--- src/rtl/pwrdn_pkg.sv ---
package pwrdn_pkg;
  typedef enum logic [1:0] {
    PM_RUN    = 2'd0,
    PM_SLEEP  = 2'd1,
    PM_STBY   = 2'd2,
    PM_SETTLE = 2'd3
  } pm_state_e;

  localparam int REG_W          = 8;
  localparam int CTL_STBY_BIT   = 7;
  localparam int CTL_HIZ_BIT    = 6;
  localparam int CTL_SETTLE_LSB = 0;
  localparam int CTL_SETTLE_W   = 3;
endpackage

--- src/rtl/pwrdn_regs.sv ---
module pwrdn_regs
  import pwrdn_pkg::*;
#(
  parameter int N_MOD = 8
) (
  input  logic                 clk,
  input  logic                 rst_n,
  input  logic                 mrst,
  input  logic                 wr_en,
  input  logic                 wr_sel,
  input  logic [REG_W-1:0]     wr_data,
  input  logic                 rd_sel,
  output logic [REG_W-1:0]     rd_data,
  output logic [REG_W-1:0]     ctrl_q,
  output logic [N_MOD-1:0]     stop_q
);
  logic [REG_W-1:0] ctrl_d;
  logic [N_MOD-1:0] stop_d;

  always_comb begin
    ctrl_d = ctrl_q;
    stop_d = stop_q;
    if (mrst) begin
      ctrl_d = '0;
      stop_d = '0;
    end else if (wr_en) begin
      if (wr_sel) stop_d = wr_data[N_MOD-1:0];
      else        ctrl_d = wr_data;
    end
  end

  always_ff @(posedge clk or negedge rst_n) begin
    if (!rst_n) begin
      ctrl_q <= '0;
      stop_q <= '0;
    end else begin
      ctrl_q <= ctrl_d;
      stop_q <= stop_d;
    end
  end

  assign rd_data = rd_sel ? REG_W'(stop_q) : ctrl_q;
endmodule

--- src/rtl/pwrdn_fsm.sv ---
module pwrdn_fsm
  import pwrdn_pkg::*;
#(
  parameter int SETTLE_UNIT = 4
) (
  input  logic                    clk,
  input  logic                    rst_n,
  input  logic                    mrst,
  input  logic                    sleep_req,
  input  logic                    stby_sel,
  input  logic [CTL_SETTLE_W-1:0] settle_code,
  input  logic                    irq,
  input  logic                    nmi,
  input  logic                    dma_err,
  output pm_state_e               state_q
);
  localparam int MAX_LEN = (1 << CTL_SETTLE_W) * SETTLE_UNIT;
  localparam int CNT_W   = (MAX_LEN > 2) ? $clog2(MAX_LEN) : 1;

  pm_state_e        state_d;
  logic [CNT_W-1:0] cnt_q, cnt_d;
  logic             wake_sleep, wake_stby;

  assign wake_sleep = irq | nmi | dma_err;
  assign wake_stby  = nmi;

  always_comb begin
    state_d = state_q;
    cnt_d   = cnt_q;
    if (mrst) begin
      state_d = PM_RUN;
      cnt_d   = '0;
    end else begin
      unique case (state_q)
        PM_RUN: begin
          if (sleep_req) begin
            if (stby_sel) begin
              if (!wake_stby) state_d = PM_STBY;
            end else if (!wake_sleep) begin
              state_d = PM_SLEEP;
            end
          end
        end
        PM_SLEEP: begin
          if (wake_sleep) state_d = PM_RUN;
        end
        PM_STBY: begin
          if (wake_stby) begin
            state_d = PM_SETTLE;
            cnt_d   = CNT_W'((int'(settle_code) + 1) * SETTLE_UNIT - 1);
          end
        end
        PM_SETTLE: begin
          if (cnt_q == '0) state_d = PM_RUN;
          else             cnt_d   = cnt_q - 1'b1;
        end
        default: state_d = PM_RUN;
      endcase
    end
  end

  always_ff @(posedge clk or negedge rst_n) begin
    if (!rst_n) begin
      state_q <= PM_RUN;
      cnt_q   <= '0;
    end else begin
      state_q <= state_d;
      cnt_q   <= cnt_d;
    end
  end
endmodule

--- src/rtl/pwrdn_gate.sv ---
module pwrdn_gate
  import pwrdn_pkg::*;
#(
  parameter int N_MOD = 8
) (
  input  pm_state_e        state_q,
  input  logic             hiz_sel,
  input  logic [N_MOD-1:0] stop_q,
  output logic             cpu_clk_en,
  output logic             bus_clk_en,
  output logic             per_clk_en,
  output logic [N_MOD-1:0] mod_clk_en,
  output logic [N_MOD-1:0] mod_pin_init,
  output logic             osc_stop,
  output logic             pin_hold,
  output logic             pin_hiz
);
  logic pins_parked;

  always_comb begin
    cpu_clk_en  = (state_q == PM_RUN);
    bus_clk_en  = (state_q == PM_RUN) || (state_q == PM_SLEEP);
    per_clk_en  = bus_clk_en;
    osc_stop    = (state_q == PM_STBY);
    pins_parked = (state_q == PM_STBY) || (state_q == PM_SETTLE);
    pin_hiz     = pins_parked & hiz_sel;
    pin_hold    = pins_parked & ~hiz_sel;
  end

  for (genvar i = 0; i < N_MOD; i++) begin : g_mod
    assign mod_clk_en[i]   = per_clk_en & ~stop_q[i];
    assign mod_pin_init[i] = stop_q[i];
  end
endmodule

--- src/rtl/pwrdn_ctrl.sv ---
module pwrdn_ctrl
  import pwrdn_pkg::*;
#(
  parameter int N_MOD       = 8,
  parameter int SETTLE_UNIT = 4
) (
  input  logic             clk,
  input  logic             rst_n,
  input  logic             mrst,
  input  logic             wr_en,
  input  logic             wr_sel,
  input  logic [7:0]       wr_data,
  input  logic             rd_sel,
  output logic [7:0]       rd_data,
  input  logic             sleep_req,
  input  logic             irq,
  input  logic             nmi,
  input  logic             dma_err,
  output logic             cpu_clk_en,
  output logic             bus_clk_en,
  output logic             per_clk_en,
  output logic [N_MOD-1:0] mod_clk_en,
  output logic [N_MOD-1:0] mod_pin_init,
  output logic             osc_stop,
  output logic             pin_hold,
  output logic             pin_hiz
);
  logic [1:0]       rst_sync_q;
  logic             rst_int_n;
  logic [7:0]       ctrl_q;
  logic [N_MOD-1:0] stop_q;
  pm_state_e        state_q;

  // asynchronous assertion, synchronous release
  always_ff @(posedge clk or negedge rst_n) begin
    if (!rst_n) rst_sync_q <= 2'b00;
    else        rst_sync_q <= {rst_sync_q[0], 1'b1};
  end
  assign rst_int_n = rst_sync_q[1];

  pwrdn_regs #(.N_MOD(N_MOD)) u_regs (
    .clk     (clk),
    .rst_n   (rst_int_n),
    .mrst    (mrst),
    .wr_en   (wr_en),
    .wr_sel  (wr_sel),
    .wr_data (wr_data),
    .rd_sel  (rd_sel),
    .rd_data (rd_data),
    .ctrl_q  (ctrl_q),
    .stop_q  (stop_q)
  );

  pwrdn_fsm #(.SETTLE_UNIT(SETTLE_UNIT)) u_fsm (
    .clk         (clk),
    .rst_n       (rst_int_n),
    .mrst        (mrst),
    .sleep_req   (sleep_req),
    .stby_sel    (ctrl_q[CTL_STBY_BIT]),
    .settle_code (ctrl_q[CTL_SETTLE_LSB +: CTL_SETTLE_W]),
    .irq         (irq),
    .nmi         (nmi),
    .dma_err     (dma_err),
    .state_q     (state_q)
  );

  pwrdn_gate #(.N_MOD(N_MOD)) u_gate (
    .state_q      (state_q),
    .hiz_sel      (ctrl_q[CTL_HIZ_BIT]),
    .stop_q       (stop_q),
    .cpu_clk_en   (cpu_clk_en),
    .bus_clk_en   (bus_clk_en),
    .per_clk_en   (per_clk_en),
    .mod_clk_en   (mod_clk_en),
    .mod_pin_init (mod_pin_init),
    .osc_stop     (osc_stop),
    .pin_hold     (pin_hold),
    .pin_hiz      (pin_hiz)
  );
endmodule

--- config.mk ---
export PLATFORM = sky130hd
export DESIGN_NAME = pwrdn_ctrl
export DESIGN_NICKNAME = d
export VERILOG_FILES = /design/src/rtl/pwrdn_pkg.sv /design/src/rtl/pwrdn_regs.sv /design/src/rtl/pwrdn_fsm.sv /design/src/rtl/pwrdn_gate.sv /design/src/rtl/pwrdn_ctrl.sv
export SDC_FILE = /design/constraint.sdc
export NUM_CORES = 1
export LEC_CHECK = 0
export ABC_AREA = 1
export BUFFER_PORTS_ARGS = -buffer_cell sky130_fd_sc_hd__buf_2
export CAP_MARGIN = 20
export CORE_MARGIN = 4
export CORE_UTILIZATION = 25
export CTS_CLUSTER_SIZE = 16
export DETAILED_ROUTE_END_ITERATION = 8
export SLEW_MARGIN = 20
export SYNTH_ARGS = -nofsm -noshare
export SYNTH_HDL_FRONTEND = slang
export SYNTH_SLANG_ARGS = --single-unit
--- constraint.sdc ---
create_clock -name clk -period 1.7 [get_ports clk]
set_clock_uncertainty 0.1 [all_clocks]
set_input_delay 0 -clock clk [delete_from_list [all_inputs] [get_ports clk]]
set_output_delay 0 -clock clk [all_outputs]
set_load 0.05 [all_outputs]
==> results.cfg, run 1 <==
[worst_setup_path]
reg2reg_slack_ns = 0.18
cp-end-kind = flop
reg2reg_depth = 7
worstPathRequired_ns = 1.78
r2r-start = u_fsm.cnt_q[0]
critical_path_class = flop to flop
reg2reg_to = u_fsm.cnt_q[4]
start_kind = flop
critPathMaxFanout = 7
cp.arrival_ns = 1.60

[finish]
diodes = 0
syn2layout_area_growth_pct = 32.0
drive_gt1_frac = 0.271
fin_area_mm2 = 0.00199
nNetsFinal = 291
finalNonFillerCells = 344

[global_route]
grt_overflow = 0
antenna_found_initial = 0
grt_max_degree = 24
grt.total_usage = 0.106
grt_pass1_vias = 1403
grt_first_pass_wirelength_um = 6370

[die]
fp.coreArea_mm2 = 0.00589
die_h_um = 85.7
dieWidth_um = 85.7
start_util = 0.257
io_pins = 48
fp-row-count = 28
die_area_mm2 = 0.00735

[route]
vias_per_cell = 4.21
drtIter0Drc = 51
drc = 0
vias = 1449
wire_per_inst_um = 10.6
drt-total-wl_um = 3660
firstDrtPassIters = 4
ant_nets = 0

[timing]
grt_setup_unrepaired = no
fin_crit_sh = 0.894
timing_hold_violations_final = 0
worst_slew_pin_slew_ns = 0.815
worst_slack_ns = 0.181
timing.fmax_ghz = 0.658
fin_hold_ws_ns = 0.0458
totalNegativeSetupSlack_ns = 0
min_period_ns = 1.52
slew_violations = 0
slew-limit-headroom = 0.451
setup_viol = 0

[worst_hold_path]
hp-class = primary input to flop
min_path_cells = 4
min_to = u_regs.ctrl_q[4]
hp-start = wr_sel

[run_status]
status = completed

[logic_synthesis]
syn_area_per_cell_um2 = 7.19
yosysTopAreaCell = dfrtp_1
synth_area_leaders = dfrtp_1, nand2_1, inv_1
synthDistinctLibCells = 24
mappedNetlistArea_mm2 = 0.00151
synth_seq_area_share = 0.414
synth_warnings = 0
synthCells = 210
synth_top_cell_area_share = 0.414
syn-num-nets = 231
ys_ff_latch = 25

[clock_network]
clk_pin_slew_ns = 0.09
cts_root_buf = clkbuf_8
cts_tree = built
clk_latency_ns = 0.27
clk_path_buf_depth = 2
cts_sinks = 25
numCtsBuffers = 3
cts.htree.levels = 1

[power_and_ir_drop]
p_leak_nw = 1.08
p_sw_w = 0.000819
pwr-share-seq = 0.387
powerDensity_mw_per_mm2 = 922
p_clk_frac = 0.199
peakVddDrop_uv = 466
p_sw_frac = 0.446
power_frac_comb = 0.414
intPower_w = 0.00102

[place]
pre_cts_ws_ns = 0.145
port_buffers = 47
dp_hpwl_um = 2790
gp_congestion = 0.740
postPlaceCellArea_mm2 = 0.00184
dp.cells = 330

[flow_run]
max_cap_violations = 0
==> how the worst max path moves through the flow <==
stage	to	slack (ns)	start
2_1_floorplan	rd_data[7]	0.05	u_regs.ctrl_q[7]
3_3_place_gp	u_fsm.cnt_q[1]	0.21	u_fsm.state_q[1]
3_5_place_dp	u_fsm.cnt_q[1]	0.15	u_fsm.state_q[1]
4_1_cts	u_fsm.cnt_q[1]	0.13	u_fsm.state_q[1]
5_1_grt	u_fsm.cnt_q[0]	0.05	u_fsm.cnt_q[0]
6_report	u_fsm.cnt_q[4]	0.18	u_fsm.cnt_q[0]
==> layer usage <==
metal | GRT usage | routed length (um)
met5 | 0 | 0
met4 | 0.0345 | 51
met3 | 0.0134 | 159
met2 | 0.181 | 1670
met1 | 0.137 | 1770
==> cells by family after synthesis <==
group	count (synthesis)	synth area share
other	1	0.00248
flip-flops	25	0.414
adder cells (fa/ha/maj)	3	0.0249
buffers and inverters	40	0.104
multiplexers	8	0.0597
AND/OR/NAND/NOR	106	0.287
XOR/XNOR	2	0.0116
AO/OA/AOI/OAI	25	0.0961
==> state kept, by name (all words and copies together), names as in the netlist <==
| name | count |
|---|---|
| u_fsm.cnt_q | 5 |
| u_fsm.state_q | 2 |
| u_regs.stop_q | 8 |
| rst_sync_q | 2 |
| u_regs.ctrl_q | 8 |
==> Yosys cell counts <==
cell type   n
mux2_2      8
o21ai_0    20
clkbuf_1    1
ha_1        3
dfrtp_1    25
nand2_2     2
conb_1      1
buf_4       1
nand4_1     3
o21bai_1    1
inv_1      33
clkbuf_2    1
nand3_1     8
nor2_1     32
a21oi_1     1
buf_2       2
a21oi_2     1
nor2_2      2
a211oi_1    1
nor2_4      1
xor2_1      2
o21ai_4     1
inv_2       2
nand2_1    58
==> power groups by stage <==
stage / clock, W / combinational (W) / sequential (W)
2_1_floorplan: 0 / 0.000524 / 0.000772
3_3_place_gp: 0 / 0.000749 / 0.000719
3_5_place_dp: 0 / 0.000751 / 0.000723
4_1_cts: 0.000379 / 0.000771 / 0.000710
5_1_grt: 0.000406 / 0.000828 / 0.000722
6_report: 0.000366 / 0.000761 / 0.000711
==> what timing repair did <==
item,CTS,global route
endpoints found under the setup margin,0,1
hold buffers,10,0
hold endpoints to repair,10,0
buffers inserted,0,0
resized for setup,0,1
==> placed cells by master (no fill, tap or decap) <==
master | netlist | layout
nand2_1 | 58 | 58
buf_2 | 2 | 47
inv_1 | 33 | 33
nor2_1 | 32 | 31
dfrtp_1 | 25 | 24
o21ai_0 | 20 | 20
dlygate4sd3_1 | 0 | 10
mux2_2 | 8 | 8
nand3_1 | 8 | 8
nand4_1 | 3 | 3
ha_1 | 3 | 3
clkbuf_8 | 0 | 3
buf_4 | 1 | 3
inv_2 | 2 | 2
nor2_4 | 1 | 2
nor2_2 | 2 | 2
nand2_2 | 2 | 2
xor2_1 | 2 | 2
o21bai_1 | 1 | 1
a21oi_2 | 1 | 1
o21ai_4 | 1 | 1
a211oi_1 | 1 | 1
a21oi_1 | 1 | 1
clkinvlp_4 | 0 | 1
conb_1 | 1 | 1
dfrtp_2 | 0 | 1
==> critical path: stages (launching register included) <==
cell,delay [ns]
dfrtp_1,0.40
inv_1,0.08
ha_1,0.19
nand3_1,0.17
o21ai_4,0.28
nor2_2,0.08
nand2_1,0.07
nand2_1,0.04
==> metrics by stage <==
stage / util / power [W]
finish: 0.339 / 0.00184
global route: 0.339 / 0.00196
detailed placement: 0.313 / 0.00147
floorplan: - / 0.00130
global placement: 0.313 / 0.00147
CTS: 0.338 / 0.00186
==> area by class of cell <==
cell class | count | area, um2
repair buffers | 60 | 358
flip-flops and latches | 25 | 627
clock inverters | 1 | 7.51
multi-input cells | 145 | 734
inverters | 35 | 131
well taps | 75 | 93.8
fillers | 649 | 3890
clock buffers | 3 | 41.3
No activity file was read; power rests on OpenSTA's default activity.
==> run 2: changes to the inputs <==
Settings changed: CORE_MARGIN 4 to unset, PLACE_DENSITY_LB_ADDON set to 0.12.
==> run 2 against run 1 <==
Effect of this change:
- die area fell by 14%
- final area up 0.75%
- highest routed layer unchanged
- non-clock buffer count is 3 higher
- sequential power down 0.8%
- setup slack improved by 0.0090 ns
- largest power group unchanged
- count of clock-buffer cells in the layout is the same
==> results.cfg, run 2 (synthesis gave the netlist of run 1 again) <==
[finish]
fillers = 634
layout_common_cells = nand2_1, buf_2, inv_1, nor2_1, dfrtp_1
top_regs = u_regs.ctrl_q: 8 flops, u_regs.stop_q: 8 flops, u_fsm.cnt_q: 5 flops
final_common_cell = nand2_1
syn2layout_area_growth_pct = 33.0
nNetsFinal = 294
diodes = 0
drive_gt1_frac = 0.276

[clock_network]
cts_resized = 0
cts_root_buf = clkbuf_8
post_cts_buffers = 0
cts_sinks = 25
numCtsBuffers = 3
clk_latency_ns = 0.27
postCtsHoldBufs = 10
clk_path_buf_depth = 2
cts_tree = built
clk_pin_slew_ns = 0.09
cts.htree.levels = 1

[place]
port_buffers = 47
gp_congestion = 0.789
dp_hpwl_um = 2910

[die]
io_pins = 48
fp-row-count = 27
die_h_um = 79.7
start_util = 0.266
fp.coreArea_mm2 = 0.00568
dieWidth_um = 79.7
die_area_mm2 = 0.00636

[worst_setup_path]
worstPathRequired_ns = 1.77
critical_path_class = flop to flop
r2r-start = u_fsm.cnt_q[0]
reg2reg_depth = 7
reg2reg_slack_ns = 0.19
start_kind = flop
cp-end-kind = flop
reg2reg_to = u_fsm.cnt_q[4]
cp.arrival_ns = 1.58
critPathMaxFanout = 7

[route]
vias_per_cell = 4.30
wl_met2_um = 1730
drt-total-wl_um = 3860
vias = 1479
ant_nets = 0
wl_met3_um = 207
drtIter0Drc = 40
drc = 0
wire_per_inst_um = 11.2
firstDrtPassIters = 4
highest_layer = met4
met1_length_um = 1910

[timing]
fin_crit_sh = 0.888
totalNegativeSetupSlack_ns = 0
grt_setup_unrepaired = no
fin_hold_ws_ns = 0.0340
timing_hold_violations_final = 0
slew_violations = 0
setup_viol = 0
timing.fmax_ghz = 0.662
min_period_ns = 1.51

[power_and_ir_drop]
peakVddDrop_uv = 486
powerDensity_mw_per_mm2 = 921
p_leak_nw = 1.10

[global_route]
grt_overflow = 0
grt.total_usage = 0.134
grt_pass1_vias = 1433
grt_first_pass_wirelength_um = 6640
antenna_found_initial = 0
grt_max_degree = 24

[worst_hold_path]
min_path_cells = 4
min_to = u_fsm.cnt_q[2]
hp-class = primary input to flop
hp-start = mrst

[flow_run]
max_cap_violations = 0

[run_status]
status = completed
==> run 2: cell types whose count changed in the layout (fill, tap and decap cells not counted), sizes merged <==
cell	before	now
buf	50	53
clkinvlp	1	0
clkinv	0	1
==> run 2: worst max path at each step <==
stage                           from        endpoint  slack, ns  cells after the start
floorplan           u_regs.ctrl_q[7]      rd_data[7]       0.05                      2
global placement      u_fsm.cnt_q[0]  u_fsm.cnt_q[4]       0.23                      7
detailed placement    u_fsm.cnt_q[0]  u_fsm.cnt_q[4]       0.19                      7
CTS                   u_fsm.cnt_q[0]  u_fsm.cnt_q[4]       0.18                      7
global route          u_fsm.cnt_q[0]  u_fsm.cnt_q[1]       0.04                      7
finish                u_fsm.cnt_q[0]  u_fsm.cnt_q[4]       0.19                      7
==> run 2: power breakdown <==
group          leakage (nW)  internal (W)  switching, W
logic                 0.752      0.000209      0.000568
clock network        0.0255      0.000164      0.000203
registers             0.327      0.000647     0.0000573
==> run 2: worst max-delay path, cell delays in order, from the launching register on <==
cell and delay [ns]:
dfrtp_1 0.40, inv_1 0.08, ha_1 0.18, nand3_1 0.17
o21ai_4 0.28, nor2_2 0.08, nand2_1 0.07, nand2_1 0.04
==> run 2: through the flow <==
stage	utilization	total power [W]	setup WS (ns)	std cells	instance area, um2
3_3_place_gp	0.328	0.00149	0.226	330	1860
6_report	0.354	0.00185	0.190	344	2010
4_1_cts	0.354	0.00188	0.178	344	2010
5_1_grt	0.354	0.00197	0.0365	344	2010
3_5_place_dp	0.328	0.00149	0.188	330	1860
2_1_floorplan	-	0.00130	0.0532	210	1520
==> run 2: layer usage <==
layer | vias up | GRT usage
li1 | 768 | -
met1 | 675 | 0.176
met2 | 34 | 0.226
met3 | 2 | 0.0366
met4 | 0 | 0.0109
met5 | - | 0
==> run 2: final cells by class <==
cell class,instances,area (um2),area share
timing repair buffer,63,380,0.189
inverter,35,131,0.0654
sequential,25,626,0.312
tap,72,90.1,0.0449
clock inverter,1,5.00,0.00249
clock buffer,3,41.3,0.0206
multi-input combinational,145,734,0.366
==> run 3: changes to the inputs <==
Settings changed: PLACE_DENSITY_LB_ADDON 0.12 to unset, RECOVER_POWER set to 25.
==> run 3 against run 2 <==
Effect of this change:
- the run now ends with hold timing left
- global-route usage shrank 1.2 points
- sequential share of layout area grew 0.33 points
- cell count shrank 0.87%
- count of clock-buffer cells in the layout is the same
- non-clock buffer count shrank 3
- power grew 0.59%
- critical path depth shrank 4
- sequential power is essentially flat
- core utilization shrank 0.37 points
==> results.cfg, run 3 (synthesis gave the netlist of run 1 again) <==
[worst_setup_path]
start_kind = flop
critical_path_class = flop to output port
cp_cell_sequence = buf_4 -> nor2_2 -> buf_2
worstPathRequired_ns = 1.60
crit_slowest_cell = dfrtp_1
slowest_delay_ns = 0.49
critPathMaxFanout = 8
cp-end-kind = output port
cp.arrival_ns = 1.42

[route]
drc = 0
drt-total-wl_um = 3660
vias_per_cell = 4.32
drtIter0Drc = 91
firstDrtPassIters = 4
ant_nets = 0
vias = 1473
wire_per_inst_um = 10.7

[global_route]
grt_pass1_vias = 1352
grt_busiest_layer = met2
use_met3 = 0.0377
grt_overflow = 0
use_met2 = 0.203
grt.met1_usage = 0.159
grt.total_usage = 0.123
antenna_found_initial = 0
grt_first_pass_wirelength_um = 6100
grt_max_degree = 24

[clock_network]
clk_latency_ns = 0.27
cts_sinks = 25
post_cts_buffers = 0
clk_path_buf_depth = 2
postCtsHoldBufs = 10
numCtsBuffers = 3
cts_resized = 0
cts.htree.levels = 1
cts_root_buf = clkbuf_8
cts_tree = built
clk_pin_slew_ns = 0.10

[finish]
syn2layout_area_growth_pct = 31.6
fin_area_mm2 = 0.00199
fillers = 627
nNetsFinal = 291
layout_common_cells = nand2_1, buf_2, inv_1, nor2_1, dfrtp_1
diodes = 0
final_common_cell = nand2_1
utilization = 0.350
drive_gt1_frac = 0.268
top_regs = u_regs.ctrl_q: 8 flops, u_regs.stop_q: 8 flops, u_fsm.cnt_q: 5 flops

[place]
port_buffers = 47
pre_cts_ws_ns = 0.194
postPlaceCellArea_mm2 = 0.00184
gp_congestion = 0.798
dp_hpwl_um = 2800

[die]
die_area_mm2 = 0.00636
io_pins = 48
start_util = 0.266
fp.coreArea_mm2 = 0.00568
dieWidth_um = 79.7
fp-row-count = 27
die_h_um = 79.7

[timing]
timing_hold_violations_final = 1
fin_crit_sh = 0.896
slew-limit-headroom = 0.414
fin_hold_ws_ns = -0.00467
setup_viol = 0
worst_slew_pin_slew_ns = 0.870
slew_violations = 0
totalNegativeSetupSlack_ns = 0
min_period_ns = 1.52
timing.fmax_ghz = 0.657
worst_slack_ns = 0.177
grt_setup_unrepaired = no

[run_status]
status = finished, violations left
violations = hold timing

[power_and_ir_drop]
powerDensity_mw_per_mm2 = 937
p_leak_nw = 1.09
peakVddDrop_uv = 587

[flow_run]
max_cap_violations = 0

[worst_hold_path]
hp-class = primary input to flop
-- run 3: where the power goes --
group / switching [W] / leakage [nW] / internal, W
combinational: 0.000561 / 0.737 / 0.000203
sequential: 0.0000603 / 0.327 / 0.000647
clock: 0.000216 / 0.0261 / 0.000172
-- run 3: cell type report --
class,count,area (um2),share of cell area
repair buffers,60,355,0.179
well taps,72,90.1,0.0453
flip-flops and latches,25,626,0.315
clock inverters,1,8.76,0.00441
multi-input cells,145,734,0.370
inverters,35,131,0.0661
clock buffers,3,41.3,0.0208
-- run 3: metrics by stage --
step                      instances  total power [W]
final                           341          0.00186
after global placement          327          0.00147
after CTS                       341          0.00188
after detailed placement        327          0.00147
after global routing            341          0.00198
after floorplan                 210          0.00130
-- run 3: worst paths after layout --
kind	startpoint	to	slack [ns]	depth (start not counted)
min	wr_data[4]	u_regs.ctrl_q[4]	-0.005	5
max in group asynchronous	rst_sync_q[1]	u_regs.ctrl_q[6]	0.88	1
min reg2reg	rst_sync_q[1]	u_regs.ctrl_q[2]	0.23	1
max reg2reg	u_fsm.cnt_q[0]	u_fsm.state_q[1]	0.19	7
max	u_fsm.state_q[1]	cpu_clk_en	0.18	3
min in group asynchronous	rst_sync_q[1]	u_regs.ctrl_q[2]	0.23	1
-- run 3: worst max-delay path, delay by kind of cell, from the launching register on --
| kind | cells | cell delay, ns |
|---|---|---|
| flip-flops | 1 | 0.49 |
| AND/OR/NAND/NOR | 1 | 0.15 |
| buffers and inverters | 2 | 0.50 |
-- run 3: routing by layer --
| metal | share of wire | up-vias |
|---|---|---|
| met5 | 0 | - |
| met2 | 0.46 | 49 |
| li1 | - | 766 |
| met1 | 0.47 | 656 |
| met4 | 0.0035 | 0 |
| met3 | 0.066 | 2 |
